**src/rtl/rpw_pkg.sv**
```systemverilog
package rpw_pkg;

  typedef enum logic [2:0] {
    ST_IDLE,
    ST_TRIG,
    ST_WAIT,
    ST_MEAS,
    ST_DONE
  } rpw_state_e;

  typedef enum logic {
    CH_X = 1'b0,
    CH_Y = 1'b1
  } rpw_chan_e;

endpackage

```
**src/rtl/rpw_sync.sv**
```systemverilog
module rpw_sync #(
  parameter int STAGES = 2
) (
  input  logic clk,
  input  logic rst_n,
  input  logic d_i,
  output logic q_o
);
  logic [STAGES-1:0] chain_q;

  generate
    if (STAGES < 2) begin : g_bad
      initial $error("rpw_sync needs at least two stages");
    end
  endgenerate

  always_ff @(posedge clk or negedge rst_n) begin
    if (!rst_n) chain_q <= '0;
    else        chain_q <= {chain_q[STAGES-2:0], d_i};
  end

  assign q_o = chain_q[STAGES-1];
endmodule

```
**src/rtl/rpw_trigger.sv**
```systemverilog
module rpw_trigger
  import rpw_pkg::*;
#(
  parameter int TRIG_CYC = 8
) (
  input  logic      clk,
  input  logic      rst_n,
  input  logic      start_i,
  input  rpw_chan_e chan_i,
  output logic      trig_x_n_o,
  output logic      trig_y_n_o,
  output logic      last_o
);
  localparam int TW = $clog2(TRIG_CYC + 1);
  localparam logic [TW-1:0] LAST = TW'(TRIG_CYC - 1);

  logic          active_q;
  logic [TW-1:0] cnt_q;
  logic          tx_q, ty_q;

  assign last_o     = active_q && (cnt_q == LAST);
  assign trig_x_n_o = tx_q;
  assign trig_y_n_o = ty_q;

  always_ff @(posedge clk or negedge rst_n) begin
    if (!rst_n) begin
      active_q <= 1'b0;
      cnt_q    <= '0;
      tx_q     <= 1'b1;
      ty_q     <= 1'b1;
    end else if (start_i) begin
      active_q <= 1'b1;
      cnt_q    <= '0;
      tx_q     <= (chan_i != CH_X);
      ty_q     <= (chan_i != CH_Y);
    end else if (active_q) begin
      if (last_o) begin
        active_q <= 1'b0;
        cnt_q    <= '0;
        tx_q     <= 1'b1;
        ty_q     <= 1'b1;
      end else begin
        cnt_q <= cnt_q + 1'b1;
      end
    end
  end

  // Independent run-length monitor for the low phase.
  logic [TW-1:0] low_run_q;
  always_ff @(posedge clk or negedge rst_n) begin
    if (!rst_n)                 low_run_q <= '0;
    else if (!tx_q || !ty_q)    low_run_q <= (low_run_q == {TW{1'b1}}) ? low_run_q : low_run_q + 1'b1;
    else                        low_run_q <= '0;
  end

  assert_trig_len_R3: assert property (@(posedge clk) disable iff (!rst_n)
    (!tx_q || !ty_q) |-> (low_run_q < TW'(TRIG_CYC)));

  assert_trig_release_R3: assert property (@(posedge clk) disable iff (!rst_n)
    last_o |=> (tx_q && ty_q));
endmodule

```
**src/rtl/rpw_counter.sv**
```systemverilog
module rpw_counter #(
  parameter int CNT_W     = 16,
  parameter int MAX_COUNT = 60000
) (
  input  logic             clk,
  input  logic             rst_n,
  input  logic             clr_i,
  input  logic             load_i,
  input  logic             inc_i,
  output logic [CNT_W-1:0] count_o,
  output logic             at_max_o
);
  localparam logic [CNT_W-1:0] MAXV = CNT_W'(MAX_COUNT);

  logic [CNT_W-1:0] cnt_q;

  always_ff @(posedge clk or negedge rst_n) begin
    if (!rst_n)                  cnt_q <= '0;
    else if (clr_i)              cnt_q <= '0;
    else if (load_i)             cnt_q <= CNT_W'(1);
    else if (inc_i && !at_max_o) cnt_q <= cnt_q + 1'b1;
  end

  assign count_o  = cnt_q;
  assign at_max_o = (cnt_q == MAXV);

  assert_no_overflow_R6: assert property (@(posedge clk) disable iff (!rst_n)
    cnt_q <= MAXV);

  assert_clr_zero_R7: assert property (@(posedge clk) disable iff (!rst_n)
    clr_i |=> (cnt_q == '0));
endmodule

```
**src/rtl/rpw_meter.sv**
```systemverilog
module rpw_meter
  import rpw_pkg::*;
#(
  parameter int CNT_W       = 16,
  parameter int MAX_COUNT   = 60000,
  parameter int TRIG_CYC    = 8,
  parameter int START_LIMIT = 1000,
  parameter int SYNC_STAGES = 2
) (
  input  logic             clk,
  input  logic             rst_n,
  input  logic             req_valid,
  output logic             req_ready,
  input  logic             req_chan,
  output logic             res_valid,
  input  logic             res_ready,
  output logic [CNT_W-1:0] res_count,
  output logic             res_timeout,
  output logic             res_chan,
  output logic             trig_x_n,
  output logic             trig_y_n,
  input  logic             pulse_in
);
  localparam int WW = $clog2(START_LIMIT + 1);
  localparam logic [WW-1:0]    WLAST = WW'(START_LIMIT - 1);
  localparam logic [CNT_W-1:0] MAXV  = CNT_W'(MAX_COUNT);

  rpw_state_e    state_q, state_d;
  rpw_chan_e     chan_q;
  logic          tmo_q;
  logic [WW-1:0] wcnt_q;

  logic accept, pulse_hi, trig_last;
  logic c_clr, c_load, c_inc, c_at_max;
  logic [CNT_W-1:0] c_count;

  assign req_ready = (state_q == ST_IDLE);
  assign accept    = req_valid && req_ready;

  rpw_sync #(.STAGES(SYNC_STAGES)) u_sync (
    .clk  (clk),
    .rst_n(rst_n),
    .d_i  (pulse_in),
    .q_o  (pulse_hi)
  );

  rpw_trigger #(.TRIG_CYC(TRIG_CYC)) u_trig (
    .clk       (clk),
    .rst_n     (rst_n),
    .start_i   (accept),
    .chan_i    (rpw_chan_e'(req_chan)),
    .trig_x_n_o(trig_x_n),
    .trig_y_n_o(trig_y_n),
    .last_o    (trig_last)
  );

  assign c_clr  = accept;
  assign c_load = (state_q == ST_WAIT) && pulse_hi;
  assign c_inc  = (state_q == ST_MEAS) && pulse_hi;

  rpw_counter #(.CNT_W(CNT_W), .MAX_COUNT(MAX_COUNT)) u_cnt (
    .clk     (clk),
    .rst_n   (rst_n),
    .clr_i   (c_clr),
    .load_i  (c_load),
    .inc_i   (c_inc),
    .count_o (c_count),
    .at_max_o(c_at_max)
  );

  always_comb begin
    state_d = state_q;
    unique case (state_q)
      ST_IDLE: if (accept)    state_d = ST_TRIG;
      ST_TRIG: if (trig_last) state_d = ST_WAIT;
      ST_WAIT: begin
        if (pulse_hi)             state_d = ST_MEAS;
        else if (wcnt_q == WLAST) state_d = ST_DONE;
      end
      ST_MEAS: begin
        if (!pulse_hi || c_at_max) state_d = ST_DONE;
      end
      ST_DONE: if (res_ready) state_d = ST_IDLE;
      default: state_d = ST_IDLE;
    endcase
  end

  always_ff @(posedge clk or negedge rst_n) begin
    if (!rst_n) begin
      state_q <= ST_IDLE;
      chan_q  <= CH_X;
      tmo_q   <= 1'b0;
      wcnt_q  <= '0;
    end else begin
      state_q <= state_d;
      if (accept) begin
        chan_q <= rpw_chan_e'(req_chan);
        tmo_q  <= 1'b0;
      end
      if (state_q == ST_TRIG) wcnt_q <= '0;
      else if (state_q == ST_WAIT && !pulse_hi && wcnt_q != WLAST) wcnt_q <= wcnt_q + 1'b1;
      if (state_q == ST_WAIT && !pulse_hi && wcnt_q == WLAST) tmo_q <= 1'b1;
      if (state_q == ST_MEAS && pulse_hi && c_at_max)         tmo_q <= 1'b1;
    end
  end

  assign res_valid   = (state_q == ST_DONE);
  assign res_count   = c_count;
  assign res_timeout = tmo_q;
  assign res_chan    = chan_q;

  assert_one_trig_R3: assert property (@(posedge clk) disable iff (!rst_n)
    !(!trig_x_n && !trig_y_n));

  assert_busy_R2: assert property (@(posedge clk) disable iff (!rst_n)
    (res_valid || !trig_x_n || !trig_y_n) |-> !req_ready);

  assert_res_hold_R5: assert property (@(posedge clk) disable iff (!rst_n)
    (res_valid && !res_ready) |=> (res_valid && $stable(res_count)
                                   && $stable(res_timeout) && $stable(res_chan)));

  assert_tmo_value_R6: assert property (@(posedge clk) disable iff (!rst_n)
    (res_valid && res_timeout) |-> (res_count == MAXV || res_count == '0));

  assert_ok_value_R4: assert property (@(posedge clk) disable iff (!rst_n)
    (res_valid && !res_timeout) |-> (res_count != '0));
endmodule

```
**config.mk**
```make
export PLATFORM = sky130hd
export DESIGN_NAME = rpw_meter
export DESIGN_NICKNAME = d
export VERILOG_FILES = /design/src/rtl/rpw_pkg.sv /design/src/rtl/rpw_sync.sv /design/src/rtl/rpw_trigger.sv /design/src/rtl/rpw_counter.sv /design/src/rtl/rpw_meter.sv
export SDC_FILE = /design/constraint.sdc
export NUM_CORES = 1
export LEC_CHECK = 0
export ABC_AREA = 1
export CAP_MARGIN = 20
export CORE_MARGIN = 3
export CORE_UTILIZATION = 45
export DETAILED_ROUTE_END_ITERATION = 16
export GPL_TIMING_DRIVEN = 0
export PLACE_DENSITY_LB_ADDON = 0.2
export SKIP_LAST_GASP = 1
export SLEW_MARGIN = 15
export SYNTH_ARGS = -nofsm -noshare
export SYNTH_HDL_FRONTEND = slang
export SYNTH_SLANG_ARGS = --single-unit
```
**constraint.sdc**
```tcl
create_clock -name clk -period 5 [get_ports clk]
set_clock_uncertainty 0.2 [all_clocks]
set_input_delay 0.75 -clock clk [delete_from_list [all_inputs] [get_ports clk]]
set_output_delay 0.75 -clock clk [all_outputs]
set_load 0.01 [all_outputs]
```
==> impl_results.md <==
* Outcome: finished, final reports clean
* Remaining antenna violation count after routing at 0
* Layout cell share with drive strength beyond 1 at 0.121
* Max cap viols at 0
* DR top layer: met4
* Clk root buf: clkbuf_8
* Final Max Tran Viols at 0
* Clk slew on worst S/H paths at 0.08 ns
* Postcts setup bufs at 0
* Worst Path Required at 4.05 ns
* FF+latch count, synth at 40
* # resized after CTS at 0
* Cells after DPL at ~440
* Worst min path class: in -> async
* Fin crit period at 2.54 ns
* Inserted Diodes at 0
* Post-DR vias/cell at 4.91
* Met3 routed WL at 182 um
* Placed wire-length estimate at 3.94 mm
* Largest net degree at the start of global routing at 28
* Crit-path slowest cell: clkdlybuf4s50_1
* Most common cell in the netlist: nand2_1
* Final core occ at 0.567
* RSZ-0062 raised after global routing: no
* Max_slew headroom at 0.656
* WL met2 at 2.45 mm
* CP peak stage delay at ~0.55 ns
* Setup TNS Final at 0 ns
* Wire length on met1 at 2.50 mm
* Top_reg_cell synth: dfrtp_1
* Worst-path maximum fanout at 5
* Async S/R FF share, synth at 1.00
* RePlAce Congestion at 0.834
* R2R depth at 8
* Worst hold margin at 0.151 ns
* Gr usage total at 0.182
* Yosys warning count at 0
* Tcrit/Tclk final at 0.508
* Final hold vios at 0
* Residual DRC at 0
* Post-Layout Cell Count at 443
* # hold bufs at CTS at 0
* Setup violations, final at 0
* R2R setup slack at 3.16 ns
* Mean routed wirelength per cell at 11.7 um
* Site Rows at 26
* Total number of vias at approximately 2,200
* Total global routing overflow at 0
* Die H at 80.0 um
* Critical Path, Cell by Cell: inv_2 > nand2_2 > nor2_4 > clkdlybuf4s50_1
* First-pass GRT wire length at 9.30 mm
* Synth top cells by count: 86 x nand2_1, 47 x inv_1, 42 x nor2_1
* Startpoint types: flop
* Clock Path Buffers at 2
* Crit. End Element: primary output
* Core Box Area at 5200 um^2
* Routed WL at 5.16 mm
* Fillcell total at approximately 510
* Register area at 1000 um^2
* Num CTS Buffers at 5
* Starting Density at 0.473
* Die outline area at between 6000 and 7000 um^2
* Power per cell area at 431 nW/um^2
* Worst slew pin tran at 0.511 ns
* Port bufs at 27
* Number of global-route vias before repair at 2,135
* Initial antenna violation count at 0
* H-tree depth at 2
* Syn_nets at 347
* Max IR drop VDD at between 0.2 and 0.25 mV
* Leading area contributor after synthesis: dfrtp_1
* CP top delay family: buffers and inverters
* Clk sinks at 40
* Initial DRT Pass Iterations at 4
* Setup Crit Path Kind: reg -> out
* DR iter-0 viols at 83
* Worst-Skew Late Latency at 0.29 ns
* Leak at 0.00138 uW
* Stages on worst setup path at 4
* Fmax at 394 MHz
* Post-Syn Instances at 337
* TritonCTS clock tree: done
* Main area contributors after synthesis: dfrtp_1 39%, nand2_1 13%, inv_1 7.2%
* Distinct cells, synth at 31
* R2r endpoint: wcnt_q[8]$_DFFE_PN0P_
* Area growth, synth to finish at 19.9%
* IO Count at 28
* Number of synthesized flops with an enable pin at 0
* Reg2reg start: wcnt_q[0]$_DFFE_PN0P_
* Footprint of the multi-input gates at 1220 um^2
* Yosys top cell area share at 0.386
* Die width at roughly 80 um
* Register area share after synthesis at 0.408
* Crit path arrival time at about 1.6 ns
* Syn Area/Cell at 7.31 um^2
* Syn Std Cell Area at roughly 2500 um^2
* Final net count at 382
* WP buf/inv at 2
==> layout make-up <==
| cell class | count | share of cell area |
|---|---|---|
| Multi-Input combinational cell | 238 | 0.413 |
| Sequential cell | 40 | 0.340 |
| Timing Repair Buffer | 28 | 0.0967 |
| Inverter | 53 | 0.0682 |
| Tap cell | 70 | 0.0297 |
| Clock buffer | 5 | 0.0233 |
| Clock inverter | 3 | 0.0161 |
| Buffer | 6 | 0.0131 |
==> how the worst max path moves through the flow <==
stage | from | end | slack, ns
final | state_q[0]$_DFFE_PN0P_ | req_ready | 2.46
after detailed placement | req_valid | u_cnt.count_o[8]$_DFFE_PN0P_ | 2.70
after global placement | rst_n | u_cnt.count_o[5]$_DFFE_PN0P_ | 1.89
after global routing | state_q[0]$_DFFE_PN0P_ | req_ready | 2.37
after CTS | state_q[0]$_DFFE_PN0P_ | req_ready | 2.44
after floorplan | u_cnt.count_o[0]$_DFFE_PN0P_ | u_cnt.count_o[8]$_DFFE_PN0P_ | 3.32
==> metal layers <==
layer	global-route usage	up-vias
met3	0.0384	2
met5	0	-
li1	-	1143
met2	0.303	39
met4	0.0456	0
met1	0.239	993
==> stage by stage <==
step / total power, uW / instance area [um^2] / worst slack, ns
after detailed placement: 1010 / 2840 / 2.70
final: 1270 / 2950 / 2.46
after CTS: 1290 / 2950 / 2.44
after global placement: 1000 / 2820 / 1.89
after global routing: 1380 / 2950 / 2.37
after floorplan: 831 / 2460 / 3.32
==> where the power goes <==
part	internal, uW	switching (uW)
registers	396	68.7
clock network	150	122
logic	217	319
==> cell families (layout without fill, tap and decap cells) <==
kind of cell               Yosys count  count (layout)  synth area share
buffers and inverters               59              95            0.0976
xor gates and xnor gates             8               8            0.0285
DFF                                 40              40             0.408
and+or+nand+nor                    196             196             0.369
AOI/OAI and AO/OA                   30              30            0.0767
adders and majority gates            4               4            0.0203
==> registers in the layout (all words and copies together) (netlist names) <==
signal	cells
u_cnt.count_o	16
wcnt_q	10
u_trig.cnt_q	4
state_q	3
u_sync.chain_q	2
res_chan	1
res_timeout	1
u_trig.active_q	1
u_trig.trig_x_n_o	1
u_trig.trig_y_n_o	1
==> cell usage in the layout, fill, tap and decap left out, types with 11 or more instances in the layout <==
cell	synthesis	routed
nand3_1	30	30
clkdlybuf4s50_1	0	26
inv_1	47	47
nor2_1	42	42
dfrtp_1	38	38
nand2_1	86	86
nand4_1	15	15
o21ai_0	11	11
Power figures use the tool's default switching activity.
